==> src/rtl/ie_pkg.sv <==
package ie_pkg;
  typedef enum logic [3:0] {
    OP_LDB_S = 4'd0,
    OP_LDB_U = 4'd1,
    OP_LDH_S = 4'd2,
    OP_LDH_U = 4'd3,
    OP_STB   = 4'd4,
    OP_STH   = 4'd5,
    OP_STHI  = 4'd6,
    OP_MOVE  = 4'd7
  } ie_op_e;

  localparam int unsigned OPCODE_W = 4;
endpackage

==> src/rtl/ie_operand.sv <==
module ie_operand #(
  parameter int unsigned WORD_W = 32,
  parameter int unsigned IMM_W  = 16,
  parameter int unsigned OFF_W  = 2
) (
  input  logic [WORD_W-1:0] src_word,
  input  logic [IMM_W-1:0]  imm_val,
  input  logic              use_imm,
  input  logic              ptr_linked,
  input  logic [OFF_W-1:0]  ptr_low,
  output logic [WORD_W-1:0] opnd,
  output logic [OFF_W-1:0]  eff_off
);
  logic [WORD_W-1:0] imm_ext;

  // immediate is always widened with its top bit
  assign imm_ext = {{(WORD_W-IMM_W){imm_val[IMM_W-1]}}, imm_val};
  assign opnd    = use_imm ? imm_ext : src_word;
  // a plain register has no lane position
  assign eff_off = ptr_linked ? ptr_low : '0;
endmodule

==> src/rtl/ie_extract.sv <==
module ie_extract #(
  parameter int unsigned WORD_W  = 32,
  parameter int unsigned FIELD_W = 8,
  parameter int unsigned LANE_W  = 8,
  parameter int unsigned OFF_W   = 2
) (
  input  logic [WORD_W-1:0] opnd,
  input  logic [OFF_W-1:0]  off,
  input  logic              sign_ext,
  output logic [WORD_W-1:0] field_word
);
  localparam int unsigned LANE_SH = $clog2(LANE_W);

  logic [WORD_W-1:0]  shifted;
  logic [FIELD_W-1:0] field;
  logic               fill;

  assign shifted    = opnd >> {off, {LANE_SH{1'b0}}};
  assign field      = shifted[FIELD_W-1:0];
  assign fill       = sign_ext & field[FIELD_W-1];
  assign field_word = {{(WORD_W-FIELD_W){fill}}, field};
endmodule

==> src/rtl/ie_insert.sv <==
module ie_insert #(
  parameter int unsigned WORD_W  = 32,
  parameter int unsigned FIELD_W = 8,
  parameter int unsigned LANE_W  = 8,
  parameter int unsigned OFF_W   = 2
) (
  input  logic [WORD_W-1:0] dst,
  input  logic [WORD_W-1:0] opnd,
  input  logic [OFF_W-1:0]  off,
  output logic [WORD_W-1:0] merged
);
  localparam int unsigned LANES   = WORD_W / LANE_W;
  localparam int unsigned F_LANES = FIELD_W / LANE_W;
  localparam int unsigned LANE_SH = $clog2(LANE_W);
  localparam int unsigned CMP_W   = OFF_W + 2;

  logic [WORD_W-1:0] placed;
  logic [CMP_W-1:0]  lo_lane;
  logic [CMP_W-1:0]  hi_lane;

  assign placed  = {{(WORD_W-FIELD_W){1'b0}}, opnd[FIELD_W-1:0]} << {off, {LANE_SH{1'b0}}};
  assign lo_lane = {2'b00, off};
  assign hi_lane = lo_lane + CMP_W'(F_LANES);

  for (genvar k = 0; k < LANES; k++) begin : g_lane
    logic hit;
    assign hit = (CMP_W'(k) >= lo_lane) && (CMP_W'(k) < hi_lane);
    assign merged[k*LANE_W +: LANE_W] = hit ? placed[k*LANE_W +: LANE_W]
                                            : dst[k*LANE_W +: LANE_W];
  end
endmodule

==> src/rtl/ie_unit.sv <==
module ie_unit
  import ie_pkg::*;
#(
  parameter int unsigned WORD_W = 32,
  parameter int unsigned IMM_W  = 16,
  parameter int unsigned LANE_W = 8,
  localparam int unsigned LANES  = WORD_W / LANE_W,
  localparam int unsigned OFF_W  = $clog2(LANES),
  localparam int unsigned HALF_W = 2 * LANE_W,
  localparam int unsigned STEP_W = $clog2(HALF_W / LANE_W) + 1
) (
  input  logic                clk,
  input  logic                rst,
  input  logic                op_valid,
  input  logic [OPCODE_W-1:0] op_code,
  input  logic [WORD_W-1:0]   src_word,
  input  logic [IMM_W-1:0]    imm_val,
  input  logic                use_imm,
  input  logic [WORD_W-1:0]   dst_word,
  input  logic                ptr_linked,
  input  logic [OFF_W-1:0]    ptr_low,
  output logic                res_valid,
  output logic [WORD_W-1:0]   res_word,
  output logic [STEP_W-1:0]   res_step,
  output logic                res_trap
);
  localparam logic [OFF_W-1:0] HALF_LAST = OFF_W'(LANES - HALF_W / LANE_W);

  logic [WORD_W-1:0] opnd;
  logic [OFF_W-1:0]  eff_off;
  logic [WORD_W-1:0] byte_ld, half_ld, byte_st, half_st;
  logic [WORD_W-1:0] byte_whole, half_whole;
  logic              half_bad;

  logic [WORD_W-1:0] nxt_word;
  logic [STEP_W-1:0] nxt_step;
  logic              nxt_trap;

  ie_operand #(.WORD_W(WORD_W), .IMM_W(IMM_W), .OFF_W(OFF_W)) u_opnd (
    .src_word(src_word), .imm_val(imm_val), .use_imm(use_imm),
    .ptr_linked(ptr_linked), .ptr_low(ptr_low),
    .opnd(opnd), .eff_off(eff_off)
  );

  ie_extract #(.WORD_W(WORD_W), .FIELD_W(LANE_W), .LANE_W(LANE_W), .OFF_W(OFF_W)) u_ext_b (
    .opnd(opnd), .off(eff_off), .sign_ext(op_code == OP_LDB_S), .field_word(byte_ld)
  );

  ie_extract #(.WORD_W(WORD_W), .FIELD_W(HALF_W), .LANE_W(LANE_W), .OFF_W(OFF_W)) u_ext_h (
    .opnd(opnd), .off(eff_off), .sign_ext(op_code == OP_LDH_S), .field_word(half_ld)
  );

  ie_insert #(.WORD_W(WORD_W), .FIELD_W(LANE_W), .LANE_W(LANE_W), .OFF_W(OFF_W)) u_ins_b (
    .dst(dst_word), .opnd(opnd), .off(eff_off), .merged(byte_st)
  );

  ie_insert #(.WORD_W(WORD_W), .FIELD_W(HALF_W), .LANE_W(LANE_W), .OFF_W(OFF_W)) u_ins_h (
    .dst(dst_word), .opnd(opnd), .off(eff_off), .merged(half_st)
  );

  // plain-register stores fill the whole word
  assign byte_whole = {{(WORD_W-LANE_W){opnd[LANE_W-1]}}, opnd[LANE_W-1:0]};
  assign half_whole = {{(WORD_W-HALF_W){opnd[HALF_W-1]}}, opnd[HALF_W-1:0]};
  assign half_bad   = eff_off > HALF_LAST;

  always_comb begin
    nxt_word = dst_word;
    nxt_step = '0;
    nxt_trap = 1'b0;
    case (op_code)
      OP_LDB_S, OP_LDB_U: begin
        nxt_word = byte_ld;
        nxt_step = STEP_W'(1);
      end
      OP_LDH_S, OP_LDH_U: begin
        if (half_bad) begin
          nxt_trap = 1'b1;
        end else begin
          nxt_word = half_ld;
          nxt_step = STEP_W'(2);
        end
      end
      OP_STB: begin
        nxt_word = ptr_linked ? byte_st : byte_whole;
        nxt_step = STEP_W'(1);
      end
      OP_STH: begin
        if (half_bad) begin
          nxt_trap = 1'b1;
        end else begin
          nxt_word = ptr_linked ? half_st : half_whole;
          nxt_step = STEP_W'(2);
        end
      end
      OP_STHI: nxt_word = {opnd[WORD_W-HALF_W-1:0], dst_word[HALF_W-1:0]};
      OP_MOVE: nxt_word = opnd;
      default: nxt_trap = 1'b1;
    endcase
  end

  always_ff @(posedge clk) begin
    if (rst) begin
      res_valid <= 1'b0;
      res_word  <= '0;
      res_step  <= '0;
      res_trap  <= 1'b0;
    end else begin
      res_valid <= op_valid;
      if (op_valid) begin
        res_word <= nxt_word;
        res_step <= nxt_step;
        res_trap <= nxt_trap;
      end
    end
  end
endmodule

==> config.mk <==
export PLATFORM = sky130hd
export DESIGN_NAME = ie_unit
export DESIGN_NICKNAME = d
export VERILOG_FILES = /design/src/rtl/ie_pkg.sv /design/src/rtl/ie_operand.sv /design/src/rtl/ie_extract.sv /design/src/rtl/ie_insert.sv /design/src/rtl/ie_unit.sv
export SDC_FILE = /design/constraint.sdc
export NUM_CORES = 1
export LEC_CHECK = 0
export ABC_AREA = 1
export BUFFER_PORTS_ARGS = -buffer_cell sky130_fd_sc_hd__buf_2
export CAP_MARGIN = 20
export CORE_MARGIN = 8
export CORE_UTILIZATION = 40
export DETAILED_ROUTE_END_ITERATION = 8
export MAX_ROUTING_LAYER = met4
export PLACE_DENSITY = 0.62
export SLEW_MARGIN = 20
export SYNTH_ARGS = -nofsm -noshare
export SYNTH_HDL_FRONTEND = slang
export SYNTH_HIERARCHICAL = 1
export SYNTH_SLANG_ARGS = --single-unit
export TNS_END_PERCENT = 50
==> constraint.sdc <==
create_clock -name clk -period 3.5 [get_ports clk]
set_input_delay 0.35 -clock clk [delete_from_list [all_inputs] [get_ports clk]]
set_output_delay 0.35 -clock clk [all_outputs]
set_load 0.01 [all_outputs]
After elaboration in Yosys (flattened, before gate mapping)
Cells that the tools add are included.
{"block": "totals", "register_bits": 36, "out_inout_bits": 36}
{"block": "classes", "n_addsub": 2, "order_cmp": 13, "eq_ne": 7, "n_shift": 3, "muxes": 19, "bitwise": 2, "reduce_logical": 14}
{"operator": "$pmux 32 s6", "count": 1}
{"operator": "$mux 32", "count": 5}
{"operator": "$mux 8", "count": 8}
{"operator": "$shl 16x5->32", "count": 1}
{"operator": "$shl 8x5->32", "count": 1}
{"operator": "$shr 32x5->16", "count": 1}
{"operator": "$eq 4x3->1 const B", "count": 4}
{"operator": "$lt 1x4->1 const A", "count": 4}
{"operator": "$lt 2x4->1 const A", "count": 4}
{"operator": "$eq 4x2->1 const B", "count": 2}
{"operator": "$logic_and 1x1->1", "count": 8}
{"operator": "$reduce_or 3->1", "count": 2}
{"operator": "$reduce_or 5->1", "count": 1}
{"operator": "$eq 4x1->1 const B", "count": 1}
{"operator": "$ge 1x2->1 const A", "count": 2}
{"operator": "$ge 2x2->1 const A", "count": 2}
{"operator": "$logic_not 4->1", "count": 1}
{"operator": "$mux 2", "count": 2}
{"operator": "$pmux 2 s2", "count": 1}
{"operator": "$reduce_or 2->1", "count": 2}
{"operator": "$add 2x1->3 const B", "count": 1}
{"operator": "$add 2x2->3 const B", "count": 1}
{"operator": "$and 1x1->1", "count": 2}
{"operator": "$gt 2x2->1 const B", "count": 1}
{"operator": "other kinds (2)", "count": 2}

Depth between registers and ports, before layout
Gate-level depths: netlist (run 1).
{"block": "depth", "ltp_word": 8, "mapped_depth": 18, "ltp_nobuf": 15}

Cells and area by module
The synthesis (run 1) kept the hierarchy.
{"module": "ie_unit", "instances": 1, "cells_each": 899, "area_each_um2": 4329.2}
{"module": "ie_insert (u_ins_h)", "instances": 1, "cells_each": 153, "area_each_um2": 788.3}
{"module": "ie_extract (u_ext_h)", "instances": 1, "cells_each": 111, "area_each_um2": 624.3}
{"module": "ie_extract (u_ext_b)", "instances": 1, "cells_each": 89, "area_each_um2": 530.5}
{"module": "ie_insert (u_ins_b)", "instances": 1, "cells_each": 108, "area_each_um2": 513.0}
{"module": "ie_operand", "instances": 1, "cells_each": 91, "area_each_um2": 392.9}

Worst setup path before layout (run 1)
No wires, ideal clock.
{"block": "synth_path", "path_kind": "input to register", "start": "input use_imm", "end": "register res_word[20]", "setup_time_ps": 71, "arrival_ps": 2353, "path_slack_ps": 1075, "path_stages": 18, "n_path_buf": 3, "path_cell_list": "buf_6 inv_4 buf_6 nand2_1 nand2_1 inv_1 nand2_1 nand3_1 a21oi_1 buf_4 nand2_1 nand2_1 nand2_1 nand2_1 inv_1 nand3_1 nand2_1 a21oi_1"}
{"block": "synth_between", "elab_cells_between_ends": 13, "cone_classes": "shift: 3; mux: 8; bitwise: 2"}
{"item": "from (decl)", "line": "ie_unit.sv:18", "text": "input logic use_imm,"}
{"item": "$mux 32", "line": "ie_operand.sv:18", "text": "assign opnd = use_imm ? imm_ext : src_word;"}
{"item": "via opnd[15]", "line": "ie_unit.sv:29", "text": "logic [WORD_W-1:0] opnd;"}
{"item": "$shr 32x5->16", "line": "ie_extract.sv:18", "text": "assign shifted = opnd >> {off, {LANE_SH{1'b0}}};"}
{"item": "$and 1x1->1", "line": "ie_extract.sv:20", "text": "assign fill = sign_ext & field[FIELD_W-1];"}
{"item": "via u_ext_h.fill", "line": "ie_extract.sv:16", "text": "logic fill;"}
{"item": "$mux 32", "line": "ie_unit.sv:76", "text": "if (half_bad) begin"}
{"item": "$pmux 32 s6", "line": "ie_unit.sv:70", "text": "case (op_code)"}
{"item": "to (signal assigned)", "line": "ie_unit.sv:110", "text": "res_word <= nxt_word;"}
{"item": "to (decl)", "line": "ie_unit.sv:23", "text": "output logic [WORD_W-1:0] res_word,"}
The timed path passes the listed nets, and every way through them passes these cells.
A chain may end at the register's enable or synchronous reset.

Worst setup path after layout (run 1)
{"block": "layout_path", "start": "input use_imm", "end": "register res_word[27]"}
{"block": "layout_between", "elab_cells_between_ends": 13, "cone_classes": "shift: 3; mux: 8; bitwise: 2"}
{"item": "$mux 32 (*)", "line": "ie_operand.sv:18"}
{"item": "via opnd[7]", "line": "ie_unit.sv:29"}
{"item": "$shr 32x5->16", "line": "ie_extract.sv:18"}
{"item": "$and 1x1->1", "line": "ie_extract.sv:20"}
{"item": "$mux 32", "line": "ie_unit.sv:76"}
{"item": "$pmux 32 s6 (*)", "line": "ie_unit.sv:70"}
Mark *: on every way through the listed nets, which the timed path passes. The rest lies on a longest branch.

==> results of run 1 <==
critical path, delay by kind of cell:
| kind | cells | cell delay, ns |
|---|---|---|
| AND/OR/NAND/NOR | 9 | 1.77 |
| buffers and inverters | 2 | 0.49 |
| AO/OA/AOI/OAI | 1 | 0.06 |
logic make-up (layout without fill, tap and decap cells):
family | count (synthesis) | after routing | synth area share, %
AOI/OAI and AO/OA | 163 | 163 | 12.7
adders and majority gates | 2 | 2 | 0.349
buffers and inverters | 230 | 252 | 18.6
DFF | 36 | 36 | 10.0
and+or+nand+nor | 1020 | 1020 | 58.3
flip-flops by register name, summed over array words and instances (netlist names):
| signal | flops |
|---|---|
| res_trap | 1 |
| res_word | 32 |
| res_step | 2 |
| res_valid | 1 |
final timing paths:
path / startpoint / endpoint / slack, ns / cells past startpoint
worst max-delay path: use_imm / res_word[27] / 0.94 / 12
worst min-delay path: op_valid / res_step[1] / 0.31 / 2
worst max register to register: res_word[13] / res_word[13] / 2.79 / 2
worst min register to register: res_word[26] / res_word[26] / 0.46 / 2
report_power, final:
part           internal [mW]  total, mW  switching [mW]
sequential             0.435      0.447          0.0117
combinational          0.271      0.874           0.603
clock                  0.335      0.520           0.184
total                   1.04       1.84           0.800
cells in the mapped netlist (all sizes together):
cell | number | area [µm²]
inv | 100 | 398
nor2 | 111 | 459
o22ai | 14 | 87.6
or2 | 8 | 50.1
dfxtp | 36 | 721
buf | 113 | 875
ha | 2 | 25.0
a21oi | 75 | 383
clkbuf | 17 | 65.1
o21ai | 45 | 229
nand3 | 131 | 686
o211ai | 21 | 163
a31oi | 8 | 50.1
nand2 | 769 | 2970
nor3 | 1 | 16.3
per-stage QoR:
step	hold WS, ns	power [mW]	std cells	instance area, µm²
2_1_floorplan	0.444	1.08	1451	7180
4_1_cts	0.307	1.84	1702	7480
3_3_place_gp	0.450	1.31	1694	7320
6_report	0.311	1.84	1702	7480
3_5_place_dp	0.452	1.31	1694	7320
5_1_grt	0.313	1.97	1702	7480
layout make-up:
type	instances	area [µm²]	share of cell area, %
repair buffers	144	791	10.6
clock inverters	2	35.0	0.468
multi-input cells	1185	5120	68.4
clock buffers	6	129	1.72
flip-flops and latches	36	721	9.63
well taps	229	287	3.83
inverters	100	400	5.35
metal layers:
metal / global-route usage [%] / up-vias / part of all wire (%)
met5: - / - / 0
met4: 12.1 / 0 / 4.9
met3: 4.32 / 100 / 9.6
met2: 40.1 / 493 / 46
met1: 30.3 / 4141 / 40
li1: - / 4520 / -
==> metrics.cfg, run 1 <==
[clock_tree]
h-tree-depth = 2
cts_made_buffers = 5
clk_path_buf_depth = 2
cts_root_buffer = clkbuf_16
cts-hold-fix-buffers = 0
cts_resized = 0
post_cts_buffers = 0
clkSlewWorstSetupHoldPaths_ns = 0.06
clkLatencyLatePin_ns = 0.29
tritoncts = yes
clock_sinks = 36

[floorplanning]
ios = 127
die_width_um = 150
placementRows = 49
start_util_pct = 40.4
die_h_um = 150
core_mm2 = 0.0178
die_area_mm2 = 0.0225

[run_status]
outcome = complete, no violations

[critical_path]
cp.arrival_ns = 2.71
crit_top_cell = nand2_1
cp_cell_sequence = buf_2 > inv_4 > nand2_1 > nand2_1 > nand2_2 > nand2_1 > nand2_1 > nand2_1 > nor2_1 > nand3_1 > nand2_1 > a21oi_1
cp-start-kind = primary input
cp_max_fo = 32
critical_path.max_stage_delay_ns = 0.69
critical_path_class = in -> reg
endpoint_kind = flop
required_ns = 3.64
cp_slowest_cell = nand2_2

[drt]
wl_um = 27900
post-route-drc-count = 0
avgViaCountPerCell = 5.44
ant_nets = 0
num_vias = 9254
drt_iter0_drc = 1159
dr.pass1.iters = 6
post_drt_wl_per_cell_um = 16.4

[pwr]
leakagePower_nw = 4.31
power.density_mw_per_mm2 = 246
vdd_drop_max_mv = 0.165

[sta]
setup_viol = 0
fin_crit_sh_pct = 73.2
setup_ws_ns = 0.937
fmax_mhz = 390
grt_setup_unrepaired = false
hold_violations = 0
finalMaxSlewViolations = 0
finalCriticalPeriod_ns = 2.56
worst_pin_slew_ns = 0.916
tns_ns = 0
fin_skew_ns = 0
slew_headroom_pct = 38.8

[synth]
ys.warnings.count = 6
yosysSeqAreaShare_pct = 10.0
syn_inst = 1451
ys_seq_elements = 36
yosysUniqueCellTypes = 35
syn-num-nets = 1544
syn_avg_cell_area_um2 = 4.95
syn_area_mm2 = 0.00718

[finish]
final_cell_mix = nand2_1 (746), buf_2 (126), nand3_1 (125), nor2_1 (104), inv_1 (81)
fillers = 2072
drive_gt1_share_pct = 14.8
diodes = 0
final_common_cell = nand2_1
finalCoreUtilization_pct = 42.1
finalNetCount = 1565
areaGrowthSynthToFinish_pct = 4.27

[place]
post-dp-hpwl_um = 20000
pre_cts_ws_ns = 0.713
io_buffers = 126
gp_congestion = 0.952

[run]
max_cap_viol_count = 0

[global_route]
grt_antenna_before_repair = 0
grt_pass1_vias = 8393
grt_usage_pct = 25.2
grt_pass1_wl_um = 44600
grt_start_max_net_pins = 73
grt_overflow_total = 0

[worst_hold_path]
min_path_type = in -> reg

(Power assumes the default switching activity.)
==> run 2, diff against run 1 <==
--- a/config.mk
+++ b/config.mk
@@ -5,14 +5,14 @@
 export SDC_FILE = /design/constraint.sdc
 export NUM_CORES = 1
 export LEC_CHECK = 0
-export ABC_AREA = 1
+export ABC_AREA = 0
 export BUFFER_PORTS_ARGS = -buffer_cell sky130_fd_sc_hd__buf_2
 export CAP_MARGIN = 20
 export CORE_MARGIN = 8
 export CORE_UTILIZATION = 40
 export DETAILED_ROUTE_END_ITERATION = 8
 export MAX_ROUTING_LAYER = met4
-export PLACE_DENSITY = 0.62
+export PLACE_DENSITY = 0.65
 export SLEW_MARGIN = 20
 export SYNTH_ARGS = -nofsm -noshare
 export SYNTH_HDL_FRONTEND = slang
==> constraint.sdc (replaced) <==
create_clock -name clk -period 2.3 [get_ports clk]
set_input_delay 0.23 -clock clk [delete_from_list [all_inputs] [get_ports clk]]
set_output_delay 0.23 -clock clk [all_outputs]
set_load 0.01 [all_outputs]
==> run 2 against run 1 <==
  * Clock power grew 37%
  * Sequential share of layout area decreased by 0.20 points
  * First-iteration DRC count decreased by 39%
  * Sequential cell count unchanged
  * Clock-buffer cell count did not move
  * Setup slack worse by 0.71 ns
  * Die area down 8.1%
  * Global-route usage up 0.58 points
  * Non-clock buffer count grew 86
  * Core utilization is 5.9 points higher
  * Critical endpoint is now res_word[30]
  * Largest cell class unchanged
  * Largest power group unchanged
==> metrics.cfg, run 2 <==
[finish]
regMostFlops = res_word
finalNetCount = 1008  ; -36%
regArea_um2 = 721  ; unchanged
reg_top3 = res_word x32, res_step x2
final_common_cell = buf_2
diodes = 0  ; unchanged
multi_input_area_mm2 = 0.00494  ; -3.5%
areaGrowthSynthToFinish_pct = 17.0
drive_gt1_share_pct = 36.4  ; +22 points
final_cell_mix = buf_2 (126), buf_4 (94), mux2i_1 (72), nand2_1 (58), o21ai_0 (57)
fillers = 1628  ; -21%
largest_register_ff_count = 32  ; unchanged
finalCoreUtilization_pct = 48.0  ; +5.9 points

[critical_path]
cp-startpoint = use_imm
required_ns = 2.50  ; -1.14 ns
cp-start-kind = primary input
r2r_setup_slack_ns = 1.02  ; -1.77 ns
cp-endpoint = res_word[30]
cp.arrival_ns = 2.27  ; -0.44 ns
endpoint_kind = flop
r2r-start = res_word[30]
cp_max_fo = 11  ; -66%
r2r_cells = 3  ; +1
critical_path_class = in -> reg
reg2reg_to = res_word[30]

[floorplanning]
core_mm2 = 0.0159  ; -10%
start_util_pct = 41.0  ; +0.60 points
placementRows = 46  ; -6.1%
ios = 127  ; unchanged
die_h_um = 144  ; -4.1%
die_width_um = 144  ; -4.1%
die_area_mm2 = 0.0207  ; -8.1%

[synth]
yosysTopAreaCell = dfxtp_1
post-synth-top-count-cell = mux2i_1
synth-edff-count = 0  ; unchanged
synthTopCellsByArea = dfxtp_1 (11%), mux2i_1 (11%), mux2_4 (6.9%)
syn_area_mm2 = 0.00653  ; -9.0%
synthFlopType = dfxtp_1
syn_avg_cell_area_um2 = 8.10  ; +64%
async_flop_share_pct = 0  ; unchanged
ys.warnings.count = 6  ; unchanged
ys_seq_elements = 36  ; unchanged
syn-num-nets = 899  ; -42%
yosysSeqAreaShare_pct = 11.0  ; +0.99 points
synth_top_area_share_pct = 11.0  ; -28 points
synth_common_cells = mux2i_1 (72), nand2_1 (59), o21ai_0 (58)
syn_inst = 806  ; -44%
yosysUniqueCellTypes = 58  ; +66%

[drt]
drt_iter0_drc = 704  ; -39%
wl_um = 25900  ; -7.0%
ant_nets = 0  ; unchanged
dr.pass1.iters = 6  ; unchanged
post-route-drc-count = 0  ; unchanged
post_drt_wl_per_cell_um = 22.9  ; +40%
avgViaCountPerCell = 6.18  ; +14%
num_vias = 6992  ; -24%

[sta]
fin_skew_ns = 0  ; unchanged
setup_viol = 0  ; unchanged
finalMaxSlewViolations = 0  ; unchanged
slew_headroom_pct = 44.4  ; +5.6 points
hold_violations = 0  ; unchanged
fmax_mhz = 483
worst_pin_slew_ns = 0.834  ; -0.0825 ns
setup_ws_ns = 0.228  ; -0.709 ns
tns_ns = 0  ; unchanged
fin_crit_sh_pct = 90.1
grt_setup_unrepaired = false
finalCriticalPeriod_ns = 2.07

[clock_tree]
clkLatencyLatePin_ns = 0.30  ; about the same
cts_made_buffers = 5  ; unchanged
tritoncts = yes
cts-hold-fix-buffers = 0  ; unchanged
post_cts_buffers = 0  ; unchanged
clock_sinks = 36  ; unchanged
clkSlewWorstSetupHoldPaths_ns = 0.06  ; about the same
h-tree-depth = 2  ; unchanged
cts_resized = 0  ; unchanged
clk_path_buf_depth = 2  ; unchanged
cts_root_buffer = clkbuf_16

[place]
gp_congestion = 1.00  ; +5.3%
post-dp-hpwl_um = 19700  ; -1.7%
pre_cts_ws_ns = -0.0516  ; -0.764 ns
io_buffers = 126  ; unchanged

[global_route]
grt_usage_pct = 25.8  ; +0.58 points
grt_pass1_vias = 6763  ; -19%
grt_pass1_wl_um = 40000  ; -10%
grt_antenna_before_repair = 0  ; unchanged
grt_start_max_net_pins = 40  ; -45%
grt_overflow_total = 0  ; unchanged

[pwr]
power.density_mw_per_mm2 = 371  ; +51%
leakagePower_nw = 3.25  ; -25%
vdd_drop_max_mv = 0.283  ; +71%

[run_status]
outcome = complete, no violations

[run]
max_cap_viol_count = 0  ; unchanged

[worst_hold_path]
min_path_type = in -> reg

==> run 2: changes by cell type after synthesis, sizes merged, moves of 62 or more <==
cell / change
nand3: -124
mux2i: +72
nand2: -709
nor2: -62
inv: -90
mux2: +64
==> run 2: how the worst min path moves through the flow <==
stage | startpoint | slack [ns] | end | depth (start not counted)
after floorplan | dst_word[0] | 0.39 | res_word[0] | 2
after global placement | res_step[0] | 0.48 | res_step[0] | 2
after detailed placement | res_step[1] | 0.48 | res_step[1] | 2
after CTS | dst_word[0] | 0.23 | res_word[0] | 3
after global routing | dst_word[6] | 0.25 | res_word[6] | 3
final | dst_word[0] | 0.22 | res_word[0] | 3
==> run 2: critical path, cell delays in order <==
cell,delay [ns]
buf_2,0.21
mux2_2,0.39
mux4_2,0.48
and2_4,0.22
a221oi_1,0.38
o211ai_1,0.16
o21a_1,0.19
==> run 2: routing by layer <==
layer / global-route usage [%] / part of all wire, %
met3: 4.74 / 8.7
met1: 33.9 / 44
met2: 38.2 / 43
met5: - / 0
met4: 10.4 / 3.9
==> run 2: kinds of logic after synthesis <==
family | Yosys count | share of synthesized area, %
AO/OA/AOI/OAI | 279 | 30.9
adder cells (fa/ha/maj) | 2 | 0.383
buffers and inverters | 139 | 13.6
flip-flops | 36 | 11.0
multiplexers | 144 | 26.9
AND/OR/NAND/NOR | 206 | 17.2
==> run 2: area by class of cell <==
cell class,instances,share of cell area (%)
Clock inverter,1,0.0655
Sequential cell,36,9.43
Timing Repair Buffer,230,20.1
Inverter,11,0.540
Clock buffer,6,1.69
Tap cell,216,3.53
Multi-Input combinational cell,631,64.7
==> run 2: metrics by stage <==
| stage | cells | cell area (µm²) | power, mW | hold slack [ns] |
|---|---|---|---|---|
| final | 1131 | 7650 | 2.83 | 0.224 |
| after global placement | 1124 | 7510 | 2.10 | 0.485 |
| after detailed placement | 1124 | 7510 | 2.11 | 0.484 |
| after CTS | 1131 | 7650 | 2.83 | 0.226 |
| after global routing | 1131 | 7650 | 2.97 | 0.252 |
| after floorplan | 806 | 6580 | 1.57 | 0.390 |
==> run 2: power breakdown <==
part           internal (mW)  switching (mW)
Sequential             0.666          0.0290
Combinational          0.655           0.771
Clock                  0.396           0.317
Total                   1.72            1.12
==> run 3, diff against run 2 <==
--- a/config.mk
+++ b/config.mk
@@ -9,10 +9,11 @@
 export BUFFER_PORTS_ARGS = -buffer_cell sky130_fd_sc_hd__buf_2
 export CAP_MARGIN = 20
 export CORE_MARGIN = 8
-export CORE_UTILIZATION = 40
+export CORE_UTILIZATION = 52
 export DETAILED_ROUTE_END_ITERATION = 8
 export MAX_ROUTING_LAYER = met4
-export PLACE_DENSITY = 0.65
+export PLACE_DENSITY = 0.81
+export REMOVE_ABC_BUFFERS = 1
 export SLEW_MARGIN = 20
 export SYNTH_ARGS = -nofsm -noshare
 export SYNTH_HDL_FRONTEND = slang
==> run 3 against run 2 <==
  * Via count increased by 3.8%
  * Critical path depth increased by 1
  * Final cell count decreased by 4.4%
  * Largest cell class unchanged
==> metrics.cfg, run 3 (synthesized netlist as in run 2, its figures left out) <==
[floorplanning]
placementRows = 41  ; -11%
start_util_pct = 52.4  ; +11 points
die_h_um = 128  ; -11%
die_area_mm2 = 0.0164  ; -21%
die_width_um = 128  ; -11%
ios = 127  ; unchanged
core_mm2 = 0.0125  ; -22%

[global_route]
grt_antenna_before_repair = 0  ; unchanged
grt_pass1_wl_um = 37100  ; -7.3%
grt_overflow_total = 0  ; unchanged
grt_usage_pct = 28.4  ; +2.6 points
grt_pass1_vias = 7060  ; +4.4%
grt_start_max_net_pins = 65  ; +63%

[critical_path]
cp.arrival_ns = 2.42  ; +0.15 ns
cp-start-kind = primary input
critical_path_class = in -> reg
crit_family = multiplexers
required_ns = 2.49  ; about the same
cp_slowest_cell = mux4_2
cp.buffers_inverters = 2  ; +1
r2r_setup_slack_ns = 1.17  ; +0.15 ns
endpoint_kind = flop
reg2reg_to = res_word[25]
cp_max_fo = 12  ; +1
r2r_cells = 3  ; unchanged
cp_cell_sequence = clkbuf_4 > mux2_2 > mux4_2 > and2_2 > buf_4 > a221oi_1 > o211ai_1 > o21a_1
r2r-start = res_word[25]
critical_path.max_stage_delay_ns = 0.48  ; about the same

[clock_tree]
cts_made_buffers = 5  ; unchanged
h-tree-depth = 2  ; unchanged
cts_resized = 1  ; +1
clkSlewWorstSetupHoldPaths_ns = 0.06  ; about the same
cts-hold-fix-buffers = 0  ; unchanged
clock_sinks = 36  ; unchanged
clkLatencyLatePin_ns = 0.29  ; about the same
tritoncts = yes
clk_path_buf_depth = 2  ; unchanged
post_cts_buffers = 0  ; unchanged
cts_root_buffer = clkbuf_16

[worst_hold_path]
min_path_type = in -> reg
hold_path.startpoint = dst_word[6]
min_to = res_word[6]
holdPathStages = 3  ; unchanged

[sta]
tns_ns = 0  ; unchanged
fin_crit_sh_pct = 97.1  ; +7.0 points
finalMaxSlewViolations = 0  ; unchanged
setup_viol = 0  ; unchanged
grt_setup_unrepaired = false
finalCriticalPeriod_ns = 2.23  ; +0.161 ns
slew_headroom_pct = 48.6  ; +4.2 points
fmax_mhz = 448  ; -7.2%
worst_pin_slew_ns = 0.771  ; -0.0626 ns
fin_skew_ns = 0  ; unchanged
hold_violations = 0  ; unchanged

[pwr]
leakagePower_nw = 3.21  ; -1.3%
power.density_mw_per_mm2 = 369  ; -0.54%
vdd_drop_max_mv = 0.269  ; -4.9%
total_power_mw = 2.77  ; -2.3%

[drt]
wl_met3_um = 2480  ; +10%
wl_um = 23600  ; -9.1%
num_vias = 7259  ; +3.8%
highest_layer = met4
avgViaCountPerCell = 6.72  ; +8.6%
drt_iter0_drc = 977  ; +39%
ant_nets = 0  ; unchanged
post_drt_wl_per_cell_um = 21.8  ; -4.9%
wl_met2_um = 10400  ; -7.0%
wl_met1_um = 9610  ; -16%
dr.pass1.iters = 7  ; +1
post-route-drc-count = 0  ; unchanged

[run_status]
outcome = complete, no violations

[finish]
reg_top3 = res_word x32, res_step x2
finalNetCount = 1001  ; -0.69%
finalCoreUtilization_pct = 60.3  ; +12 points
final_common_cell = buf_2
regMostFlops = res_word
stdcell_area_mm2 = 0.00751  ; -1.8%
diodes = 0  ; unchanged
final_cell_mix = buf_2 (125), buf_4 (90), mux2i_1 (72), nand2_1 (58), o21ai_0 (58)
fin_cells = 1081  ; -4.4%
drive_gt1_share_pct = 35.8  ; -0.64 points
areaGrowthSynthToFinish_pct = 15.0
largest_register_ff_count = 32  ; unchanged

[place]
io_buffers = 126  ; unchanged
dp_cells = 1073  ; -4.5%
post-dp-hpwl_um = 16900  ; -14%
gp_congestion = 0.980  ; -2.2%
postPlaceCellArea_mm2 = 0.00736  ; -2.0%

[run]
max_cap_viol_count = 0  ; unchanged

run 3: cell count changes in the layout (fill, tap and decap cells not counted):
| cell | previous run | this run |
|---|---|---|
| and2_2 | 2 | 3 |
| o21ai_2 | 1 | 0 |
| clkbuf_4 | 0 | 1 |
| clkinv_2 | 1 | 0 |
| buf_4 | 94 | 90 |
| buf_12 | 10 | 7 |
| and2_4 | 1 | 0 |
| buf_2 | 126 | 125 |
| o21ai_0 | 57 | 58 |
| clkbuf_8 | 0 | 1 |
| clkbuf_1 | 1 | 2 |
run 3: how the worst max path moves through the flow:
stage,from,end,cells past startpoint
6_report,use_imm,res_word[30],8
5_1_grt,use_imm,res_word[30],8
4_1_cts,use_imm,res_word[30],8
3_5_place_dp,use_imm,res_word[30],8
3_3_place_gp,use_imm,res_word[30],8
2_1_floorplan,ptr_linked,res_word[10],5
run 3: worst register-to-register path, stage by stage (launching register included):
cell,delay (ns)
dfxtp_1,0.33
a221oi_1,0.32
o211ai_1,0.18
o21a_1,0.19
run 3: cell type report:
class	instances	area [µm²]
fillers	1077	4950
repair buffers	223	1450
flip-flops and latches	36	721
inverters	11	41.3
clock buffers	8	146
multi-input cells	631	4940
well taps	172	215
run 3: power breakdown:
group	switching, mW	leakage, nW	total [mW]	internal [mW]
clock	0.293	0.0712	0.726	0.433
sequential	0.0291	0.296	0.696	0.667
combinational	0.721	2.84	1.35	0.625
run 3: per-layer routing:
metal  track usage (%)  vias up
met5                 -        -
met2              43.3      575
li1                  -     3236
met4              15.7        0
met3              3.83      115
met1              35.6     3333
run 3: stage by stage:
stage / hold slack (ns) / setup slack (ns)
global route: 0.294 / 0.0199
detailed placement: 0.479 / -0.341
global placement: 0.496 / -0.297
floorplan: 0.295 / -2.11
CTS: 0.245 / 0.0434
finish: 0.243 / 0.0677
